$ cat config.mk
export PLATFORM = sky130hd
export DESIGN_NAME = refresh_sequencer
export DESIGN_NICKNAME = d
export VERILOG_FILES = /design/src/rtl/refresh_sequencer.sv
export SDC_FILE = /design/constraint.sdc
export NUM_CORES = 1
export LEC_CHECK = 0
export CORE_ASPECT_RATIO = 0.5
export CORE_UTILIZATION = 49
export CTS_CLUSTER_SIZE = 8
export DETAILED_ROUTE_END_ITERATION = 12
export PLACE_DENSITY = 0.73
export SYNTH_ARGS = -nofsm -noshare
export SYNTH_HDL_FRONTEND = slang
export SYNTH_SLANG_ARGS = --single-unit
$ cat constraint.sdc
create_clock -name clk -period 2.35 [get_ports clk]
set_clock_uncertainty 0.15 [all_clocks]
set_input_delay 0.235 -clock clk [delete_from_list [all_inputs] [get_ports clk]]
set_output_delay 0.235 -clock clk [all_outputs]
set_load 0.05 [all_outputs]
$ cat src/rtl/refresh_sequencer.sv
module refresh_sequencer #(
  parameter int ROW_W        = 11,
  parameter int REF_ROWS     = 1024,
  parameter int INTERVAL_CYC = 16384,
  parameter int PRE_CYC      = 6,
  parameter int PWRUP_CYC    = 8,
  parameter int INIT_RFSH    = 8,
  parameter int INIT_RDS     = 2
) (
  input  logic             clk,
  input  logic             rst_n,
  input  logic             row_en_n,
  input  logic             rfsh_n,
  input  logic             cal_n,
  input  logic             sel_n,
  input  logic             wr,
  input  logic             we_n,
  input  logic [ROW_W-1:0] row_addr,
  output logic             rfsh_req,
  output logic [ROW_W-1:0] rfsh_row,
  output logic             self_rfsh,
  output logic             cache_rd_ok,
  output logic             ready,
  output logic             init_err,
  output logic             recov_err
);
  localparam int CNT_W = $clog2(REF_ROWS);
  localparam int TICK  = INTERVAL_CYC / REF_ROWS;
  localparam int TMR_W = $clog2(TICK + 1);
  localparam int PRE_W = $clog2(PRE_CYC + 1);
  localparam int PU_W  = $clog2(PWRUP_CYC + 1);
  localparam int RF_W  = $clog2(INIT_RFSH + 1);
  localparam int RD_W  = $clog2(INIT_RDS + 1);
  localparam logic [TMR_W-1:0] TICK_LAST = TMR_W'(TICK - 1);
  localparam logic [PRE_W-1:0] PRE_LD    = PRE_W'(PRE_CYC);
  localparam logic [PU_W-1:0]  PU_LAST   = PU_W'(PWRUP_CYC - 1);
  localparam logic [RF_W-1:0]  RF_DONE   = RF_W'(INIT_RFSH);
  localparam logic [RD_W-1:0]  RD_DONE   = RD_W'(INIT_RDS);

  logic             re_q, cal_q, self_mode, pwr_ok, rd_any;
  logic [CNT_W-1:0] cnt;
  logic [TMR_W-1:0] tmr;
  logic [PRE_W-1:0] guard;
  logic [PU_W-1:0]  hi_cnt;
  logic [RF_W-1:0]  rf_cnt;
  logic [RD_W-1:0]  rd_cnt;
  logic [ROW_W-1:0] last_rd;

  wire fall    = re_q & ~row_en_n;
  wire in_rec  = guard != '0;
  wire go      = fall & pwr_ok & ~in_rec & ~self_mode;
  wire is_pin  = ~rfsh_n;
  wire is_self = sel_n & wr & rfsh_n & we_n & ~cal_n;
  wire is_cbr  = ~cal_n & ~cal_q & ~is_self;
  wire is_rd   = ~sel_n & ~wr & cal_n;
  wire is_wr   = ~sel_n & wr;
  wire plain   = go & ~is_pin & ~is_self & ~is_cbr;
  wire do_pin  = go & (is_pin | is_cbr);
  wire do_self = go & ~is_pin & is_self & ready;
  wire do_rd   = plain & is_rd;
  wire tick    = self_mode & ~row_en_n & (tmr == TICK_LAST);
  wire exit_sr = self_mode & row_en_n;
  wire bad     = (fall & ~pwr_ok) | (go & ~is_pin & ~ready & is_self) | (plain & is_wr & ~ready);
  wire new_row = ~rd_any | (row_addr != last_rd);

  assign ready       = pwr_ok & (rf_cnt == RF_DONE) & (rd_cnt == RD_DONE);
  assign rfsh_row    = {{(ROW_W-CNT_W){1'b0}}, cnt};
  assign self_rfsh   = self_mode;
  assign cache_rd_ok = ~self_mode;

  always_ff @(posedge clk) begin
    if (!rst_n) begin
      re_q <= 1'b1;  cal_q <= 1'b1;  rfsh_req <= 1'b0;  cnt <= '0;
      self_mode <= 1'b0;  tmr <= '0;  guard <= '0;
      pwr_ok <= 1'b0;  hi_cnt <= '0;  rf_cnt <= '0;  rd_cnt <= '0;
      rd_any <= 1'b0;  last_rd <= '0;  init_err <= 1'b0;  recov_err <= 1'b0;
    end else begin
      re_q     <= row_en_n;
      cal_q    <= cal_n;
      rfsh_req <= do_pin | tick;
      if (rfsh_req) cnt <= cnt + 1'b1;

      if (do_self)      self_mode <= 1'b1;
      else if (exit_sr) self_mode <= 1'b0;

      if (exit_sr)     guard <= PRE_LD;
      else if (in_rec) guard <= guard - 1'b1;

      if (do_self || !self_mode) tmr <= '0;
      else if (!row_en_n)        tmr <= tick ? '0 : tmr + 1'b1;

      if (!pwr_ok) begin
        if (!row_en_n)             hi_cnt <= '0;
        else if (hi_cnt == PU_LAST) pwr_ok <= 1'b1;
        else                        hi_cnt <= hi_cnt + 1'b1;
      end

      if (do_pin && rf_cnt != RF_DONE) rf_cnt <= rf_cnt + 1'b1;
      if (do_rd) begin
        rd_any  <= 1'b1;
        last_rd <= row_addr;
        if (new_row && rd_cnt != RD_DONE) rd_cnt <= rd_cnt + 1'b1;
      end

      init_err  <= init_err | bad;
      recov_err <= recov_err | (fall & pwr_ok & in_rec & ~self_mode);
    end
  end
endmodule

==> results of run 1 <==
[synthesized netlist by cell type, types with 2 or more instances]
library cell,instances,area (sq um)
a21oi_1,25,125.1
a31oi_1,3,18.77
and2_1,3,18.77
and3_1,3,18.77
buf_1,2,7.510
buf_2,3,15.01
buf_4,2,15.01
clkbuf_1,3,11.26
dfxtp_1,47,940.9
ha_1,8,100.1
inv_1,13,48.80
mux2i_1,6,60.06
nand2_1,41,153.9
nand2b_1,4,25.02
nand3_1,2,10.01
nand4_1,11,68.82
nand4b_1,2,17.52
nor2_1,21,78.83
nor2b_1,3,18.77
nor3_1,5,25.02
o21ai_0,7,35.03
o311ai_0,3,26.28
or3_1,6,37.54
or4_1,3,22.52
xnor2_1,15,131.4
xor2_1,5,43.79
[per-layer routing]
metal	vias to the layer above	track usage	routed length (um)	part of all wire
met2	32	0.3697	2123	0.44
li1	994	-	-	-
met5	-	0	0	0
met4	0	0.06716	53	0.011
met3	8	0.05106	182	0.038
met1	907	0.2745	2416	0.51
[metrics by stage]
step	hold WS, ps	instance area (sq um)	setup WS [ps]	instances
2_1_floorplan	186.5	2218	353.0	263
3_3_place_gp	300.3	2658	161.4	352
3_5_place_dp	310.6	2658	132.4	352
4_1_cts	322.0	2790	195.2	360
5_1_grt	351.9	2790	75.50	360
6_report	320.9	2790	195.5	360
[cell type report]
type                            count  area (sq um)  share of cell area
Multi-Input combinational cell    192          1176              0.4215
Sequential cell                    47         940.9              0.3372
Timing Repair Buffer               45         420.4              0.1507
Clock buffer                        6         72.57             0.02601
Tap cell                           54         67.56             0.02422
Clock inverter                      2         60.06             0.02152
Inverter                           14         52.55             0.01883
[final timing paths]
check                             to  cells past startpoint
min          last_rd[5]$_SDFFE_PN0P_                      2
max           rd_cnt[0]$_SDFFE_PN0P_                      6
max reg2reg   rd_cnt[0]$_SDFFE_PN0P_                      6
min reg2reg  last_rd[5]$_SDFFE_PN0P_                      2
[sequential cells by signal, summed over array words and instances (netlist names)]
signal     flops
last_rd       11
cnt           10
tmr            5
hi_cnt         4
rf_cnt         4
guard          3
rd_cnt         2
cal_q          1
init_err       1
pwr_ok         1
rd_any         1
re_q           1
recov_err      1
rfsh_req       1
self_rfsh      1
[where the power goes]
| group | switching [mW] | internal (mW) | leakage [nW] |
|---|---|---|---|
| clock | 0.269 | 0.425 | 0.0654 |
| sequential | 0.0116 | 0.807 | 0.380 |
| combinational | 0.0850 | 0.0841 | 0.540 |
[logic make-up (layout without fill, tap and decap cells)]
kind of cell / after synthesis / count (layout) / synth area share
simple gates: 111 / 111 / 0.2527
compound gates: 46 / 46 / 0.1247
buf+inv: 24 / 67 / 0.04568
xor+xnor: 20 / 20 / 0.07896
fa+ha+maj: 8 / 8 / 0.04512
mux: 6 / 6 / 0.02707
flops: 47 / 47 / 0.4241
other cells: 1 / 1 / 0.001690
[worst max-delay path, cell delays in order, from the launching register on]
cell and delay, ps:
dfxtp_1 380, inv_1 80, ha_1 250, or4b_1 550, o311ai_0 310, o41a_1 200, o311ai_0 110
==> metrics.cfg, run 1 <==
[sta]
finalSetupViolCount = 0
tightestPinTransition_ps = 507.9
max_freq_mhz = 464.1
slew_headroom = 0.6604
finalCritPeriodShare = 0.9168
min_period_ps = 2155
slew_viol_final = 0
final_hold_viol_count = 0
rsz0062_at_grt = no
tns_ps = 0

[clocking]
post-cts-setup-buffers = 0
numCtsBuffers = 5
ctsHoldBuffers = 0
clock-sinks = 47
tritoncts = built
clk_path_buf_depth = 2
cts_root_buf = clkbuf_8
cts_resized = 0
clock_latency_ps = 300
path_clk_slew_ps = 90
htreeDepth = 2

[worst_setup_path]
rr_startpoint = rd_cnt[0]$_SDFFE_PN0P_
r2r_slack_ps = 200
startpoint_type = register
cp_max_fo = 4
crit_path_end_kind = register
crit_path_start = rd_cnt[0]$_SDFFE_PN0P_
worstPathRequired_ps = 2370
critPathKind = reg -> reg
critPathArrivalTime_ps = 2180

[detailed_routing]
vias = 1941
drt-initial-drc-count = 51
wirelength_mm = 4.775
detail_route.wl_per_cell_um = 13.26
route.detailed.drc = 0
ant_nets = 0
drt_first_pass_iters = 5
viasPerCell = 5.392

[synthesis]
synth-seq-cells = 47
ys_seq_area_frac = 0.4241
netlist_instances = 263
avgSynthCellArea_sq_um = 8.435
synth_cell_types = 43
syn-cell-area_sq_mm = 0.002218
synth_edf_count = 0
yosys_most_used_dff = dfxtp_1
postSynth.asyncResetShare = 0
synth_nets = 290
ys.warnings.count = 0

[place]
io_buffers = 34
place_congestion = 0.7595
hpwl_mm = 3.517

[global_route]
grt_start_max_net_pins = 20
grt_pass1_wl_mm = 8.390
grt_pass1_vias = 1889
grt_use_total = 0.2167
overflow = 0
antenna_found_initial = 0

[worst_hold_path]
min_from = last_rd[5]$_SDFFE_PN0P_
hp-class = reg -> reg

[finish]
drive_gt1_frac = 0.06863
final_cell_mix = 47 x dfxtp_1, 41 x nand2_1, 33 x clkdlybuf4s50_1
layout_commonest_cell = dfxtp_1
nets = 332
fin_util = 0.6766
area_growth_pct = 25.78
antenna_cells = 0
fill_cells = 333

[pwr]
pwr_density_cell_mw_per_mm2 = 602.9
power_leakage_nw = 0.9850
ir_worst_vdd_v = 0.0002602
total_power_mw = 1.682

[floorplan]
io_pins = 36
rows = 16
dieHeight_um = 49.58
start_util = 0.5379
dieWidth_um = 97.16
dieArea_sq_mm = 0.004817
core_region_area_sq_mm = 0.004124

[status]
status = finished, final reports clean

[job]
drv_cap = 0

Power figures use the tool's default switching activity.
==> inputs of run 2 (changes only) <==
Settings changed: CORE_UTILIZATION 49 to 53, PLACE_DENSITY 0.73 to 0.78, RECOVER_POWER from default to 50.
==> run 2 against run 1 <==
Against the previous run: utilization is 1.9 points higher; setup slack worse by 11 ps; power is 1.7% lower; fmax down 0.51%; sequential share of layout area rose by 0.41 points; clock power is 2% lower; die area down 7.3%; hold slack worse by 6.4 ps; largest power group unchanged.
==> metrics.cfg, run 2 (synthesized netlist as in run 1, its figures left out) <==
[status]
status = finished, final reports clean

[finish]
stdcell_count = 357
area_growth_pct = 24.25
fill_cells = 323
top_register = last_rd
final_cell_mix = 47 x dfxtp_1, 41 x nand2_1, 29 x clkdlybuf4s50_1
nets = 329
largest_register_ffs = 11
ff_latch_area_sq_um = 940.9
drive_gt1_frac = 0.04620
multi_input_area_sq_mm = 0.001176
antenna_cells = 0
reg_top3 = last_rd x11, cnt x10, tmr x5
layout_commonest_cell = dfxtp_1

[global_route]
grt_pass1_wl_mm = 7.044
grt_start_max_net_pins = 38
antenna_found_initial = 0
overflow = 0
grt_pass1_vias = 1609
grt_use_total = 0.2085

[clocking]
cts_root_buf = clkbuf_8
htreeDepth = 2
numCtsBuffers = 5
clock_latency_ps = 290
clk_path_buf_depth = 2
clock-sinks = 47
ctsHoldBuffers = 0
tritoncts = built
cts_resized = 0
post-cts-setup-buffers = 0
path_clk_slew_ps = 80

[floorplan]
rows = 16
dieWidth_um = 93.50
dieArea_sq_mm = 0.004464
start_util = 0.5597
dieHeight_um = 47.75
io_pins = 36
core_region_area_sq_mm = 0.003964

[sta]
min_period_ps = 2166
tightestPinTransition_ps = 1121
rsz0062_at_grt = no
slew_headroom = 0.2517
finalSetupViolCount = 0
tns_ps = 0
finalCritPeriodShare = 0.9215
slew_viol_final = 0
final_hold_viol_count = 0
hold_slack_ps = 314.5
max_freq_mhz = 461.8

[worst_setup_path]
cp_num_buf_inv = 1
cpMostUsedCell = o311ai_0
critPathArrivalTime_ps = 2150
cp_max_fo = 4
crit_path_end_kind = register
worstPathRequired_ps = 2330
cpMaxStageDelayCell = or4b_1
max_stage_delay_ps = 550
cp_top_family = compound AO/OA/AOI/OAI gates
startpoint_type = register
critPathKind = reg -> reg
worstPathCellList = inv_1, ha_1, or4b_1, o311ai_0, o41a_1, o311ai_0

[detailed_routing]
viasPerCell = 5.345
route.detailed.drc = 0
wirelength_mm = 4.479
ant_nets = 0
vias = 1908
drt_first_pass_iters = 4
drt-initial-drc-count = 89
detail_route.wl_per_cell_um = 12.55

[pwr]
ir_worst_vdd_v = 0.0002865
pwr_density_cell_mw_per_mm2 = 600.1
total_power_mw = 1.654
power_leakage_nw = 0.9673

[place]
placed_cells = 349
io_buffers = 34
hpwl_mm = 3.228
place_congestion = 0.7681

[worst_hold_path]
hp-class = reg -> reg

[job]
drv_cap = 0

run 2: tightest hold or removal path, stage by stage (launching register included):
cell and delay (ps):
dfxtp_1 320, inv_1 50, a211oi_1 50
run 2: routing by layer:
layer	GRT usage	part of all wire	vias to the layer above
met5	0	0	-
met4	0.06154	0.0045	0
met3	0.04921	0.048	3
met2	0.3632	0.45	34
met1	0.2690	0.50	883
li1	-	-	988
run 2: layout make-up:
type,instances,area share
clock buffers,6,0.02633
clock inverters,2,0.02179
inverters,14,0.01906
multi-input cells,192,0.4267
flip-flops and latches,47,0.3414
well taps,54,0.02451
repair buffers,42,0.1403
run 2: metrics by stage:
step,instance area [sq um],util,worst slack [ps]
after floorplan,2218,-,353.0
after global placement,2635,0.6648,171.6
after detailed placement,2635,0.6648,133.6
after CTS,2768,0.6982,204.4
after global routing,2756,0.6954,40.50
final,2756,0.6954,184.4
run 2: final timing paths:
| kind | start | endpoint | cells after the start | slack (ps) |
|---|---|---|---|---|
| hold / removal | rd_cnt[1]$_SDFFE_PN0P_ | rd_cnt[1]$_SDFFE_PN0P_ | 2 | 310 |
| hold reg to reg | rd_cnt[1]$_SDFFE_PN0P_ | rd_cnt[1]$_SDFFE_PN0P_ | 2 | 310 |
| setup / recovery | rd_cnt[0]$_SDFFE_PN0P_ | rd_cnt[0]$_SDFFE_PN0P_ | 6 | 180 |
| setup reg to reg | rd_cnt[0]$_SDFFE_PN0P_ | rd_cnt[0]$_SDFFE_PN0P_ | 6 | 180 |
run 2: report_power, final:
group	internal, mW	switching [mW]	total (mW)
clock network	0.425	0.258	0.683
logic	0.0700	0.0844	0.154
registers	0.807	0.00976	0.817
total	1.30	0.352	1.65
